## config.mk

```make
export PLATFORM = sky130hd
export DESIGN_NAME = spi_fifo_master
export DESIGN_NICKNAME = d
export VERILOG_FILES = /design/src/rtl/spi_fifo_pkg.sv /design/src/rtl/spi_word_fifo.sv /design/src/rtl/spi_shift_engine.sv /design/src/rtl/spi_fifo_master.sv
export SDC_FILE = /design/constraint.sdc
export NUM_CORES = 1
export LEC_CHECK = 0
export BUFFER_PORTS_ARGS = -buffer_cell sky130_fd_sc_hd__buf_2
export CORE_MARGIN = 2
export CORE_UTILIZATION = 34
export CTS_CLUSTER_DIAMETER = 60
export DETAILED_ROUTE_END_ITERATION = 8
export PLACE_DENSITY = 0.57
export SLEW_MARGIN = 25
export SYNTH_ARGS = -nofsm -noshare
export SYNTH_HDL_FRONTEND = slang
export SYNTH_SLANG_ARGS = --single-unit
```

## constraint.sdc

```tcl
create_clock -name clk -period 3.6 [get_ports clk]
set_input_delay 0.18 -clock clk [delete_from_list [all_inputs] [get_ports clk]]
set_output_delay 0.18 -clock clk [all_outputs]
set_load 0.02 [all_outputs]
```

## src/rtl/spi_fifo_pkg.sv

```systemverilog
package spi_fifo_pkg;
  localparam logic [7:0] ADR_CTRL = 8'h60;
  localparam logic [7:0] ADR_STAT = 8'h64;
  localparam logic [7:0] ADR_TXD  = 8'h68;
  localparam logic [7:0] ADR_RXD  = 8'h6C;
  localparam logic [7:0] ADR_SEL  = 8'h70;

  localparam int CB_LOOP  = 0;
  localparam int CB_EN    = 1;
  localparam int CB_MST   = 2;
  localparam int CB_CPOL  = 3;
  localparam int CB_CPHA  = 4;
  localparam int CB_TXRST = 5;
  localparam int CB_RXRST = 6;
  localparam int CB_MAN   = 7;
  localparam int CB_HOLD  = 8;
  localparam int CB_LSB   = 9;

  typedef struct packed {
    logic lsb;
    logic hold;
    logic man;
    logic cpha;
    logic cpol;
    logic mst;
    logic en;
    logic loop;
  } ctrl_t;
endpackage

```

## src/rtl/spi_word_fifo.sv

```systemverilog
module spi_word_fifo #(
  parameter int W     = 8,
  parameter int DEPTH = 4
) (
  input  logic         clk,
  input  logic         rst,
  input  logic         clr,
  input  logic         wr_en,
  input  logic [W-1:0] wr_data,
  input  logic         rd_en,
  output logic [W-1:0] rd_data,
  output logic         empty,
  output logic         full
);
  localparam int AW = (DEPTH > 1) ? $clog2(DEPTH) : 1;
  localparam int CNTW = AW + 1;

  logic [W-1:0]    mem [DEPTH];
  logic [AW-1:0]   wp, rp;
  logic [CNTW-1:0] cnt;
  logic            push, pop;

  assign empty   = (cnt == '0);
  assign full    = (cnt == CNTW'(DEPTH));
  assign push    = wr_en && !full;
  assign pop     = rd_en && !empty;
  assign rd_data = mem[rp];

  always_ff @(posedge clk) begin
    if (push) mem[wp] <= wr_data;
  end

  always_ff @(posedge clk) begin
    if (rst || clr) begin
      wp  <= '0;
      rp  <= '0;
      cnt <= '0;
    end else begin
      if (push) wp <= (wp == AW'(DEPTH - 1)) ? '0 : wp + 1'b1;
      if (pop)  rp <= (rp == AW'(DEPTH - 1)) ? '0 : rp + 1'b1;
      case ({push, pop})
        2'b10:   cnt <= cnt + 1'b1;
        2'b01:   cnt <= cnt - 1'b1;
        default: cnt <= cnt;
      endcase
    end
  end

  // a push offered to a full queue leaves it full
  a_r9_full_drops: assert property (@(posedge clk) disable iff (rst)
    (full && wr_en && !rd_en && !clr) |=> full);
  // a pop offered to an empty queue leaves it empty
  a_r10_empty_holds: assert property (@(posedge clk) disable iff (rst)
    (empty && rd_en && !wr_en) |=> empty);
endmodule

```

## src/rtl/spi_shift_engine.sv

```systemverilog
module spi_shift_engine #(
  parameter int W   = 8,
  parameter int DIV = 2
) (
  input  logic         clk,
  input  logic         rst,
  input  logic         start,
  input  logic [W-1:0] tx_word,
  input  logic         cpol,
  input  logic         cpha,
  input  logic         lsb_first,
  input  logic         loopback,
  input  logic         miso_i,
  output logic         busy,
  output logic         sclk_o,
  output logic         mosi_o,
  output logic         rx_valid,
  output logic [W-1:0] rx_word
);
  localparam int CW = (DIV > 1) ? $clog2(DIV) : 1;
  localparam int EW = $clog2(2 * W);
  localparam int BW = $clog2(W);

  logic [CW-1:0] div_q;
  logic [EW-1:0] edge_q;
  logic [BW-1:0] cur_q;
  logic [W-1:0]  txw, rxw;
  logic          cpha_q, lsb_q, loop_q;
  logic          tick, lead, drive_ev, samp_ev, din;
  logic [BW-1:0] samp_idx;

  function automatic logic [BW-1:0] wire_pos(input logic [BW-1:0] i, input logic lsb);
    return lsb ? i : BW'(W - 1) - i;
  endfunction

  always_comb begin
    tick     = busy && (div_q == CW'(DIV - 1));
    lead     = !edge_q[0];
    drive_ev = tick && (cpha_q ? lead : !lead);
    samp_ev  = tick && (cpha_q ? !lead : lead);
    samp_idx = edge_q[EW-1:1];
    mosi_o   = txw[wire_pos(cur_q, lsb_q)];
    din      = loop_q ? mosi_o : miso_i;
  end

  assign rx_word = rxw;

  always_ff @(posedge clk) begin
    if (rst) begin
      busy     <= 1'b0;
      sclk_o   <= 1'b0;
      div_q    <= '0;
      edge_q   <= '0;
      cur_q    <= '0;
      txw      <= '0;
      rxw      <= '0;
      rx_valid <= 1'b0;
      cpha_q   <= 1'b0;
      lsb_q    <= 1'b0;
      loop_q   <= 1'b0;
    end else begin
      rx_valid <= 1'b0;
      if (!busy) begin
        sclk_o <= cpol;
        if (start) begin
          busy   <= 1'b1;
          txw    <= tx_word;
          rxw    <= '0;
          div_q  <= '0;
          edge_q <= '0;
          cur_q  <= '0;
          cpha_q <= cpha;
          lsb_q  <= lsb_first;
          loop_q <= loopback;
        end
      end else if (tick) begin
        div_q  <= '0;
        sclk_o <= ~sclk_o;
        edge_q <= edge_q + 1'b1;
        if (drive_ev) cur_q <= cpha_q ? samp_idx : samp_idx + 1'b1;
        if (samp_ev) rxw[wire_pos(samp_idx, lsb_q)] <= din;
        if (edge_q == EW'(2 * W - 1)) begin
          busy     <= 1'b0;
          rx_valid <= 1'b1;
        end
      end else begin
        div_q <= div_q + 1'b1;
      end
    end
  end

  // while idle, the clock line rests at the polarity level
  a_r6_idle_level: assert property (@(posedge clk) disable iff (rst)
    ($past(!busy) && !busy) |-> (sclk_o == $past(cpol)));
  // each finished word raises exactly one single-cycle push
  a_r5_single_push: assert property (@(posedge clk) disable iff (rst)
    rx_valid |=> !rx_valid);
endmodule

```

## src/rtl/spi_fifo_master.sv

```systemverilog
module spi_fifo_master
  import spi_fifo_pkg::*;
#(
  parameter int DATA_W     = 8,
  parameter int FIFO_DEPTH = 4,
  parameter int CLK_DIV    = 2,
  parameter int SEL_W      = 4
) (
  input  logic              clk,
  input  logic              rst,
  input  logic              bus_wr,
  input  logic              bus_rd,
  input  logic [7:0]        bus_addr,
  input  logic [31:0]       bus_wdata,
  output logic [31:0]       bus_rdata,
  output logic              sclk_o,
  output logic              mosi_o,
  input  logic              miso_i,
  output logic [SEL_W-1:0]  ss_n_o
);
  ctrl_t              ctrl;
  logic [31:0]        sel_q;
  logic               tx_clr, rx_clr;
  logic               tx_empty, tx_full, rx_empty, rx_full;
  logic [DATA_W-1:0]  tx_q, rx_q, rx_word;
  logic               busy, start, rx_valid;
  logic               wr_ctrl, wr_sel, tx_push, rx_pop;
  logic [31:0]        stat_rd, ctrl_rd;

  assign wr_ctrl = bus_wr && (bus_addr == ADR_CTRL);
  assign wr_sel  = bus_wr && (bus_addr == ADR_SEL);
  assign tx_push = bus_wr && (bus_addr == ADR_TXD);
  assign rx_pop  = bus_rd && (bus_addr == ADR_RXD) && !rx_empty;
  assign start   = !busy && !tx_empty && ctrl.en && ctrl.mst && !ctrl.hold;
  assign stat_rd = {27'd0, 1'b0, tx_full, tx_empty, rx_full, rx_empty};
  assign ctrl_rd = {22'd0, ctrl.lsb, ctrl.hold, ctrl.man, 2'b00,
                    ctrl.cpha, ctrl.cpol, ctrl.mst, ctrl.en, ctrl.loop};

  spi_word_fifo #(.W(DATA_W), .DEPTH(FIFO_DEPTH)) u_txq (
    .clk(clk), .rst(rst), .clr(tx_clr),
    .wr_en(tx_push), .wr_data(bus_wdata[DATA_W-1:0]),
    .rd_en(start), .rd_data(tx_q),
    .empty(tx_empty), .full(tx_full));

  spi_word_fifo #(.W(DATA_W), .DEPTH(FIFO_DEPTH)) u_rxq (
    .clk(clk), .rst(rst), .clr(rx_clr),
    .wr_en(rx_valid), .wr_data(rx_word),
    .rd_en(rx_pop), .rd_data(rx_q),
    .empty(rx_empty), .full(rx_full));

  spi_shift_engine #(.W(DATA_W), .DIV(CLK_DIV)) u_eng (
    .clk(clk), .rst(rst), .start(start), .tx_word(tx_q),
    .cpol(ctrl.cpol), .cpha(ctrl.cpha), .lsb_first(ctrl.lsb),
    .loopback(ctrl.loop), .miso_i(miso_i), .busy(busy),
    .sclk_o(sclk_o), .mosi_o(mosi_o), .rx_valid(rx_valid),
    .rx_word(rx_word));

  always_ff @(posedge clk) begin
    if (rst) begin
      ctrl      <= '0;
      sel_q     <= '1;
      tx_clr    <= 1'b0;
      rx_clr    <= 1'b0;
      bus_rdata <= '0;
      ss_n_o    <= '1;
    end else begin
      tx_clr <= wr_ctrl && bus_wdata[CB_TXRST];
      rx_clr <= wr_ctrl && bus_wdata[CB_RXRST];
      if (wr_ctrl) begin
        ctrl.loop <= bus_wdata[CB_LOOP];
        ctrl.en   <= bus_wdata[CB_EN];
        ctrl.mst  <= bus_wdata[CB_MST];
        ctrl.cpol <= bus_wdata[CB_CPOL];
        ctrl.cpha <= bus_wdata[CB_CPHA];
        ctrl.man  <= bus_wdata[CB_MAN];
        ctrl.hold <= bus_wdata[CB_HOLD];
        ctrl.lsb  <= bus_wdata[CB_LSB];
      end
      if (wr_sel) sel_q <= bus_wdata;
      if (bus_rd) begin
        case (bus_addr)
          ADR_CTRL: bus_rdata <= ctrl_rd;
          ADR_STAT: bus_rdata <= stat_rd;
          ADR_RXD:  bus_rdata <= rx_empty ? 32'd0 : 32'(rx_q);
          ADR_SEL:  bus_rdata <= sel_q;
          default:  bus_rdata <= 32'd0;
        endcase
      end
      if (ctrl.man || busy || start) ss_n_o <= sel_q[SEL_W-1:0];
      else                           ss_n_o <= '1;
    end
  end

  // with hold set, an idle engine stays idle
  a_r4_hold_blocks: assert property (@(posedge clk) disable iff (rst)
    (ctrl.hold && !busy) |=> !busy);
  // without both enable and master, an idle engine stays idle
  a_r11_needs_enable: assert property (@(posedge clk) disable iff (rst)
    (!(ctrl.en && ctrl.mst) && !busy) |=> !busy);
endmodule

```

After elaboration in Yosys (flattened, before gate mapping)
Memory sizes are Yosys's and may differ from the RTL's. A register that Yosys moved wholly into a read port is not among the register bits.
Index checks and enable logic that the tools add are counted.
W data, S select, Z words.

word-level totals
  flip-flop bits (word level) = 114
  RAM bits = 64
  output and inout port bits = 38
  logic and storage cells = 157
  memories = 2

cells by class
  add/subtract/negate cells = 13
  magnitude comparators = 3
  eq/ne operators = 19
  multiplexer cells = 46
  bitwise operators = 4
  reductions and logical operators = 41

memory list
  memory     words  bits a word  rd ports  clocked after memory_dff  wr ports  RTL line             RTL
  u_rxq.mem  4      8            1         1                         1         spi_word_fifo.sv:18  logic [W-1:0] mem [DEPTH];
  u_txq.mem  4      8            1         1                         1         spi_word_fifo.sv:18

operators by type and width
  kind                   count
  $pmux W32 S4           1
  $eq A8 B7 Y1 const B   5
  $mux W8                5
  $mux W3                7
  $logic_and A1 B1 Y1    19
  $mux W1                19
  $eq A2 B2 Y1 const B   6
  $mux W2                6
  $mux W4                3
  $pmux W3 S2            2
  $add A3 B1 Y3 const B  3
  $add A2 B1 Y2 const B  4
  $bwmux W8              1
  $lt A3 B4 Y1 const B   2
  $logic_not A1 Y1       7
  $eq A3 B3 Y1 const B   2
  $logic_not A3 Y1       2
  $ne A2 B2 Y1 const B   3
  $reduce_and A3 Y1      2
  $reduce_bool A2 Y1     3
  $sub A3 B1 Y3 const B  2
  $sub A3 B3 Y3 const A  2
  $add A4 B1 Y4 const B  1
  $eq A2 B1 Y1 const B   2
  other kinds (10)       17

Depth between registers and ports, before layout
Gate-level depths: netlist of run 1.

  depth after elaboration = 10
  mapped depth = 12

Cells and area by module
From an unflattened synthesis of run 1, not the netlist that was laid out.

unflattened totals
  cells, all modules = 744
  area, all modules = 8244.2 um2

modules (own cells, without submodules)
  module            times used  cells each  area each (um2)
  spi_fifo_master   1           358         3422.0
  spi_word_fifo     2           98          1655.3
  spi_shift_engine  1           190         1511.4

Worst setup path before layout of run 1
Ideal clock, no wire load.

  path kind = reg-to-reg
  from = register ctrl[1] (netlist bit)
  to = register u_txq.cnt[2]
  library setup time = 0.070 ns
  arrival time = 2.607 ns
  required time = 3.530 ns
  slack = 0.923 ns
  cell stages (with the launch flop) = 11
  buffers on the path = 1
  clock period less this slack = 2.677 ns
  cell sequence = dfxtp_1 -> nor4bb_1 -> nand2_2 -> inv_1 -> buf_4 -> ha_1 -> inv_1 -> fa_1 -> xor2_1 -> or3_1 -> a21oi_1

between the ends
  word-level cells in the longest chain between the ends = 6
  elaborated cells between the ends (all ways) = 8
  classes of those cells = 2 x eq/ne; 1 x mux; 5 x reduce/logical

ends and longest elaborated chain
  item                                               RTL line               RTL
  from (decl)                                        spi_fifo_master.sv:21  ctrl_t ctrl;
  $logic_and A1 B1 Y1 * (3 in a row)                 spi_fifo_master.sv:34  assign start = !busy && !tx_empty && ctrl.en && ctrl.mst && !ctrl.hold;
  $logic_and A1 B1 Y1 *                              spi_word_fifo.sv:26    assign pop = rd_en && !empty;
  named net u_txq.pop                                spi_word_fifo.sv:21    logic push, pop;
  $eq A2 B1 Y1 or $eq A2 B2 Y1 (tied branches)       spi_word_fifo.sv:41    case ({push, pop})
  $pmux W3 S2 or $reduce_bool A2 Y1 (tied branches)  n/a
  to (signal assigned)                               spi_word_fifo.sv:42    2'b10: cnt <= cnt + 1'b1;
  to (signal assigned)                               spi_word_fifo.sv:43    2'b01: cnt <= cnt - 1'b1;
  to (signal assigned)                               spi_word_fifo.sv:44    default: cnt <= cnt;
  to (decl)                                          spi_word_fifo.sv:20    logic [CNTW-1:0] cnt;

Mark *: on every way through the listed nets, which the timed path passes. The rest lies on a longest branch.
A chain may end at the register's enable or synchronous reset.

Worst setup path after layout of run 1
  from = register u_eng.busy
  to = register u_txq.cnt[2]

between the ends
  word-level cells in the longest chain between the ends = 8
  elaborated cells between the ends (all ways) = 10
  classes of those cells = 2 x eq/ne; 1 x mux; 7 x reduce/logical

ends and longest elaborated chain
  item                                               RTL line                RTL
  from (decl)                                        spi_shift_engine.sv:14  output logic busy,
  from (signal assigned)                             spi_shift_engine.sv:50  busy <= 1'b0;
  from (signal assigned)                             spi_shift_engine.sv:66  busy <= 1'b1;
  from (signal assigned)                             spi_shift_engine.sv:83  busy <= 1'b0;
  $logic_not A1 Y1 *                                 n/a
  $logic_and A1 B1 Y1 * (4 in a row)                 spi_fifo_master.sv:34
  $logic_and A1 B1 Y1 *                              spi_word_fifo.sv:26
  $eq A2 B1 Y1 or $eq A2 B2 Y1 (tied branches)       spi_word_fifo.sv:41
  $pmux W3 S2 or $reduce_bool A2 Y1 (tied branches)  n/a

Mark *: on every way between the ends. The rest lies on a longest branch, timed or not.

==> results by group, run 1 <==
Setup path
  – Worst R2R End: u_txq.cnt[2]
  – CP arrival: roughly 3200 ps
  – CP required: 3950 ps
  – CP endpoint kind: register
  – Worst r2r src: u_eng.busy
  – Worst-path maximum fanout: 19
  – Crit path launch type: register
  – Worst setup path category: reg -> reg
  – R2R Setup Slk: 720 ps
  – R2R depth: 10

Die
  – Die area: 24300 um2
  – # rows: 55
  – Core Region: between 20000 and 25000 um2
  – Die H: 156 um
  – Die W: about 160 um
  – Top-level I/O count: 83
  – Initial core utilization: approximately a third

STA
  – Unrepaired setup endpoints after global routing: false
  – Fmax: around 350 MHz
  – Minimum clock period: 2880 ps
  – Fin crit share: 80.0%
  – Fin. Hold Viols: 0
  – Slew Viols, Final: 0
  – Slew HR: 41.6%
  – Pin slew with the least headroom to its limit: 876 ps
  – Setup Viol. Count Final: 0
  – Setup TNS: 0 ps
  – Worst setup margin: 719 ps
  – Clock Skews: between 10 and 15 ps

Routing
  – Via count: roughly 5300
  – DRC Markers: 0
  – Routed Antenna Nets: 0
  – DRT iter0 DRCs: 416
  – WL/cell: 17.2 um
  – Post-DR vias/cell: 5.11
  – TritonRoute pass-1 iters: 4
  – Wirelength, routed: about 18 mm

Min path
  – Hold Crit Depth: 3
  – Hold Crit Start: bus_wdata[9]
  – Hold Path Sink: ctrl[7]
  – Worst min-delay path class: in -> reg

Clock tree
  – Depth of the CTS H-tree: 4
  – CTS sink cnt: 188
  – Clk slew on worst S/H paths: 70 ps
  – Longest Clk Path Bufs: 2
  – Inserted Clock Buffers: 17
  – Postcts setup bufs: 0
  – Root buffer cell: clkbuf_16
  – PostCTS Resize Cnt: 0
  – Hold buffers post-CTS: 0
  – CTS tree: built
  – Latest clock arrival within the worst-skew pair: 430 ps

Synthesis
  – Synth top area share: a little under a third
  – Most common cell in the netlist: dfxtp_1
  – Ys async rst share: 0%
  – Syn avg cell area: 11.4 um2
  – Post-synth EDFFs: 64
  – Cells after Synth: 687
  – Synth Register Bits: between 150 and 200
  – Dominant synthesized flop cell: dfxtp_1
  – Seq/Total Area, Yosys: 56.2%
  – Most common library cells after synthesis: dfxtp_1 (124), edfxtp_1 (64), nor2_1 (58), and2_1 (47), nand2_1 (44)
  – Top post-synthesis cells by area: dfxtp_1 (32%), edfxtp_1 (25%), mux4_2 (4.6%)
  – Cell Area, Synth: 7840 um2
  – Synth area leader: dfxtp_1
  – Yosys cell types: 60
  – Synth warn: 0
  – Synth Net Count: 748

Cells and area
  – Inserted Diodes: 0
  – Synth-to-layout area growth: 15.2%
  – # fillers: 2168
  – Nets: 809
  – Share of cells above drive strength 1: 19.6%
  – Final Non-Filler Cells: 1046
  – Register area: 4400 um2
  – Multi-input logic area: 3150 um2

GRT
  – GRT Overall Usage: 15.3%
  – First-pass GRT wire length: 28.8 mm
  – Largest net degree at the start of global routing: 86
  – Gr ovfl total: 0
  – Antenna violations before repair: 0
  – Vias in the first global route: 5105

Placed design
  – Dpl ws: approximately 700 ps
  – Inst Count DP: 1014
  – Routability-driven placement congestion ratio: 0.768
  – Port Buffer Count: 82
  – DP Wirelength: 12.1 mm

Outcome
  – Status: complete, no violations

Pwr
  – Worst IR Drop VDD: 0.000291 V
  – Pwr dens: 460 nW/um2
  – LEAKAGE: 3.24 nW
  – Final Power: 0.00416 W

Run
  – Max cap viols: 0
==> report_power, final <==
part / total (W) / internal [W] / switching [W]
sequential: 0.00219 / 0.00219 / 0.00000342
combinational: 0.000108 / 0.0000355 / 0.0000730
clock: 0.00186 / 0.000987 / 0.000870
==> area by class of cell <==
class,count,area share (%)
well taps,285,3.95
multi-input cells,435,34.9
flip-flops and latches,188,48.8
clock buffers,19,4.80
clock inverters,13,1.68
repair buffers,89,5.16
inverters,17,0.707
==> worst max path at each step <==
stage	from	endpoint
after floorplan	ctrl[1]	u_txq.cnt[2]
after global placement	u_eng.busy	u_txq.cnt[2]
after detailed placement	u_eng.busy	u_txq.cnt[2]
after CTS	u_eng.busy	u_txq.cnt[2]
after global routing	u_eng.busy	u_txq.cnt[2]
final	u_eng.busy	u_txq.cnt[2]
==> stage by stage <==
stage                     hold slack, ps  util [%]  instance area (um2)
after floorplan                      279         -                 7840
after global placement               437      37.3                 8440
after detailed placement             449      37.3                 8440
after CTS                           6.50      39.9                 9030
after global routing                24.3      39.9                 9030
final                               14.3      39.9                 9030
==> registers in the layout, summed over array words and instances, names as in the netlist, 8 cells and up, named ones only <==
| register | flops |
|---|---|
| u_rxq.mem | 32 |
| u_eng.txw | 8 |
| u_txq.mem | 32 |
| u_eng.rx_word | 8 |
| ctrl | 8 |
| bus_rdata | 32 |
| sel_q | 32 |
==> cell families after synthesis <==
family,synth area share (%)
AOI/OAI and AO/OA,13.2
xor gates and xnor gates,1.12
adders and majority gates,2.75
buffers and inverters,3.69
DFF,56.2
muxes,7.33
and+or+nand+nor,15.7
==> cell usage in the layout (no fill, tap or decap), drive strengths merged, types with 2 or more instances in the layout <==
cell type | synthesis | routed
dfxtp | 124 | 124
buf | 20 | 89
edfxtp | 64 | 64
nor2 | 58 | 58
and2 | 47 | 47
nand2 | 46 | 46
a21oi | 35 | 35
a211o | 32 | 32
a22oi | 31 | 31
inv | 16 | 23
clkbuf | 27 | 19
mux2i | 18 | 18
mux4 | 16 | 16
nor3 | 15 | 15
ha | 14 | 14
a311oi | 12 | 12
nand3 | 10 | 10
nor3b | 9 | 9
o21ai | 8 | 8
a31oi | 8 | 8
nand2b | 7 | 7
or3 | 7 | 7
xor2 | 5 | 5
xnor2 | 5 | 5
clkinv | 1 | 5
a22o | 4 | 4
o31ai | 4 | 4
nand3b | 4 | 4
nand4 | 3 | 3
or3b | 3 | 3
o211ai | 3 | 3
mux2 | 3 | 3
nor4 | 3 | 3
nor4bb | 2 | 2
o22ai | 2 | 2
nor4b | 2 | 2
or2 | 2 | 2
or4 | 2 | 2
fa | 2 | 2
==> worst max-delay path: stages, from the launching register on <==
cell	delay, ps
dfxtp_1	400
nor4bb_1	340
buf_4	200
nand2_2	210
inv_1	380
ha_1	250
inv_1	60
fa_1	370
xor2_1	150
or3_1	300
a21oi_1	140
==> per-layer routing <==
layer | routed length (um) | vias up | track usage [%]
met2 | 8480 | 84 | 23.6
met3 | 490 | 14 | 2.64
met5 | 0 | - | 0
met4 | 186 | 0 | 4.19
met1 | 8800 | 2607 | 22.1
li1 | - | 2644 | -
Note: power is estimated with default switching activity, not from simulation.
==> inputs of run 2 (changes only) <==
- PLACE_DENSITY: 0.57 -> 0.59
- clock period: 3.6 -> 2.33 ns (I/O delays scaled with it)
==> run 2 against run 1 <==
Sequential share of layout area fell by 2.7 points. Clock skew rose by 1.5 ps. Non-clock buffer count rose by 53. Critical path type unchanged. Critical endpoint is now u_rxq.cnt[2]. Highest routed layer unchanged.
==> results by group, run 2 (synthesis gave the netlist of run 1 again) <==
Outcome
  – Status: complete, no violations

Clock tree
  – Clk slew on worst S/H paths: 70 ps (about the same)
  – Inserted Clock Buffers: 17 (unchanged)
  – Longest Clk Path Bufs: 2 (unchanged)
  – Depth of the CTS H-tree: 4 (unchanged)
  – Root buffer cell: clkbuf_16
  – CTS sink cnt: 188 (unchanged)
  – CTS tree: built
  – Latest clock arrival within the worst-skew pair: 440 ps (about the same)

Cells and area
  – Commonest non-fill, non-tap cells in the layout: dfxtp_1 (123), buf_2 (81), edfxtp_1 (64)
  – Nets: 862 (+6.6%)
  – Synth-to-layout area growth: 22.0%
  – Multi-input logic area: 3190 um2 (+1.1%)
  – Share of cells above drive strength 1: 21.9% (+2.3 points)
  – # fillers: 2111 (-2.6%)
  – Commonest non-fill, non-tap cell in the layout: dfxtp_1
  – Post-route design area: 9560 um2 (+5.9%)
  – Register area: 4410 um2 (about the same)
  – Post-layout util: 42.2% (+2.3 points)
  – Inserted Diodes: 0 (unchanged)

GRT
  – GRT Overall Usage: 16.0% (+0.70 points)
  – Vias in the first global route: 5483 (+7.4%)
  – First-pass GRT wire length: 29.9 mm (+3.6%)
  – Antenna violations before repair: 0 (unchanged)
  – Gr ovfl total: 0 (unchanged)
  – Largest net degree at the start of global routing: 77 (-10%)

STA
  – Clock Skews: 11.6 ps (+1.49 ps)
  – Slew HR: 42.1% (+0.47 points)
  – Fin. Hold Viols: 0 (unchanged)
  – Setup Viol. Count Final: 0 (unchanged)
  – Setup TNS: 0 ps (unchanged)
  – Fin crit share: 92.4% (+12 points)
  – Slew Viols, Final: 0 (unchanged)
  – Fmax: 465 MHz (+34%)
  – Unrepaired setup endpoints after global routing: false
  – Minimum clock period: 2150 ps (-728 ps)
  – Pin slew with the least headroom to its limit: 868 ps (-7.12 ps)

Setup path
  – CP peak stage delay: 420 ps (+20 ps)
  – Critical-path cell list: or3_1, and4_1, and2_1, ha_2, inv_1, fa_2, xor2_1, or3_1, a21oi_1
  – CP required: 2700 ps (-1250 ps)
  – CP arrival: 2520 ps (-720 ps)
  – Worst-path maximum fanout: 6 (-13)
  – Most frequent CP cell: or3_1
  – Worst setup path category: reg -> reg
  – CP endpoint kind: register
  – Crit path launch type: register
  – Slowest CP cell: dfxtp_1

Routing
  – DRT iter0 DRCs: 470 (+13%)
  – Via count: 5643 (+5.5%)
  – Routed Antenna Nets: 0 (unchanged)
  – Post-DR vias/cell: 5.13 (+0.41%)
  – DRC Markers: 0 (unchanged)
  – WL/cell: 17.3 um (+0.60%)
  – TritonRoute pass-1 iters: 5 (+1)
  – Wirelength, routed: 19.0 mm (+5.7%)

Die
  – Core Region: 22600 um2 (unchanged)
  – Initial core utilization: 34.6% (unchanged)
  – # rows: 55 (unchanged)
  – Die W: 156 um (unchanged)
  – Die area: 24300 um2 (unchanged)
  – Die H: 156 um (unchanged)
  – Top-level I/O count: 83 (unchanged)

Placed design
  – DP Wirelength: 13.1 mm (+8.7%)
  – Port Buffer Count: 82 (unchanged)
  – Placed cell area: 8620 um2 (+2.1%)
  – Routability-driven placement congestion ratio: 0.786 (+2.3%)

Run
  – Max cap viols: 0 (unchanged)

Pwr
  – LEAKAGE: 3.45 nW (+6.7%)
  – Pwr dens: 686 nW/um2 (+49%)
  – Worst IR Drop VDD: 0.000415 V (+42%)

Min path
  – Worst min-delay path class: in -> reg
run 2: cell types whose count changed in the layout (fill, tap and decap cells not counted), moves of 2 or more:
cell,previous run,this run
dlygate4sd3_1,0,32
clkinv_8,2,0
inv_8,1,3
clkinv_1,1,3
buf_4,8,29
clkbuf_1,2,0
ha_2,0,2
ha_1,14,12
clkinv_4,2,4
inv_6,6,2
run 2: per-stage QoR:
step           cells  hold WS [ps]  setup WS, ps  total power, W
2_1_floorplan    687           215        -0.463         0.00354
3_3_place_gp    1035           370          75.6         0.00364
3_5_place_dp    1035           379          22.8         0.00364
4_1_cts         1099          36.4           118         0.00662
5_1_grt         1099          60.7          15.7         0.00677
6_report        1099          52.1           177         0.00656
run 2: cell type report:
type                    count  share of cell area, %
inverters                  17                  0.668
clock buffers              18                   4.59
clock inverters            14                   1.69
well taps                 285                   3.73
multi-input cells         435                   33.4
repair buffers            142                   9.87
flip-flops and latches    188                   46.1
run 2: path summary, 6_finish.rpt:
kind | from | end | slack (ps) | cells past startpoint
worst max-delay path | u_rxq.cnt[2] | u_rxq.cnt[2] | 180 | 9
worst min-delay path | bus_rd | bus_rdata[0] | 50 | 2
worst max register to register | u_rxq.cnt[2] | u_rxq.cnt[2] | 180 | 9
worst min register to register | sel_q[26] | sel_q[26] | 460 | 1
run 2: critical path: cells and delay by family, from the launching register on:
| family | cells | cell delay (ps) |
|---|---|---|
| AO/OA/AOI/OAI | 1 | 150 |
| adder cells (fa/ha/maj) | 2 | 510 |
| buffers and inverters | 1 | 50 |
| flip-flops | 1 | 420 |
| XOR/XNOR | 1 | 150 |
| AND/OR/NAND/NOR | 4 | 800 |
run 2: what timing repair did:
| item | in CTS | in global routing |
|---|---|---|
| endpoints found under the hold margin | 58 | 0 |
| gates resized for setup | 0 | 2 |
| setup buffers | 0 | 0 |
| endpoints found under the setup margin | 0 | 2 |
| hold buffers | 32 | 0 |
run 2: layer usage:
layer  global-route usage [%]  wire (um)  vias up
li1                         -          -     2739
met1                     21.1       8810     2778
met2                     26.8       9260      113
met3                     3.58        717       13
met4                     3.80        193        0
met5                        0          0        -
run 2: power breakdown:
| group | total, W | internal (W) | leakage [nW] | switching (W) |
|---|---|---|---|---|
| clock | 0.00295 | 0.00164 | 0.292 | 0.00131 |
| sequential | 0.00339 | 0.00338 | 1.55 | 0.00000512 |
| combinational | 0.000223 | 0.0000956 | 1.61 | 0.000127 |
| total | 0.00656 | 0.00511 | 3.45 | 0.00144 |
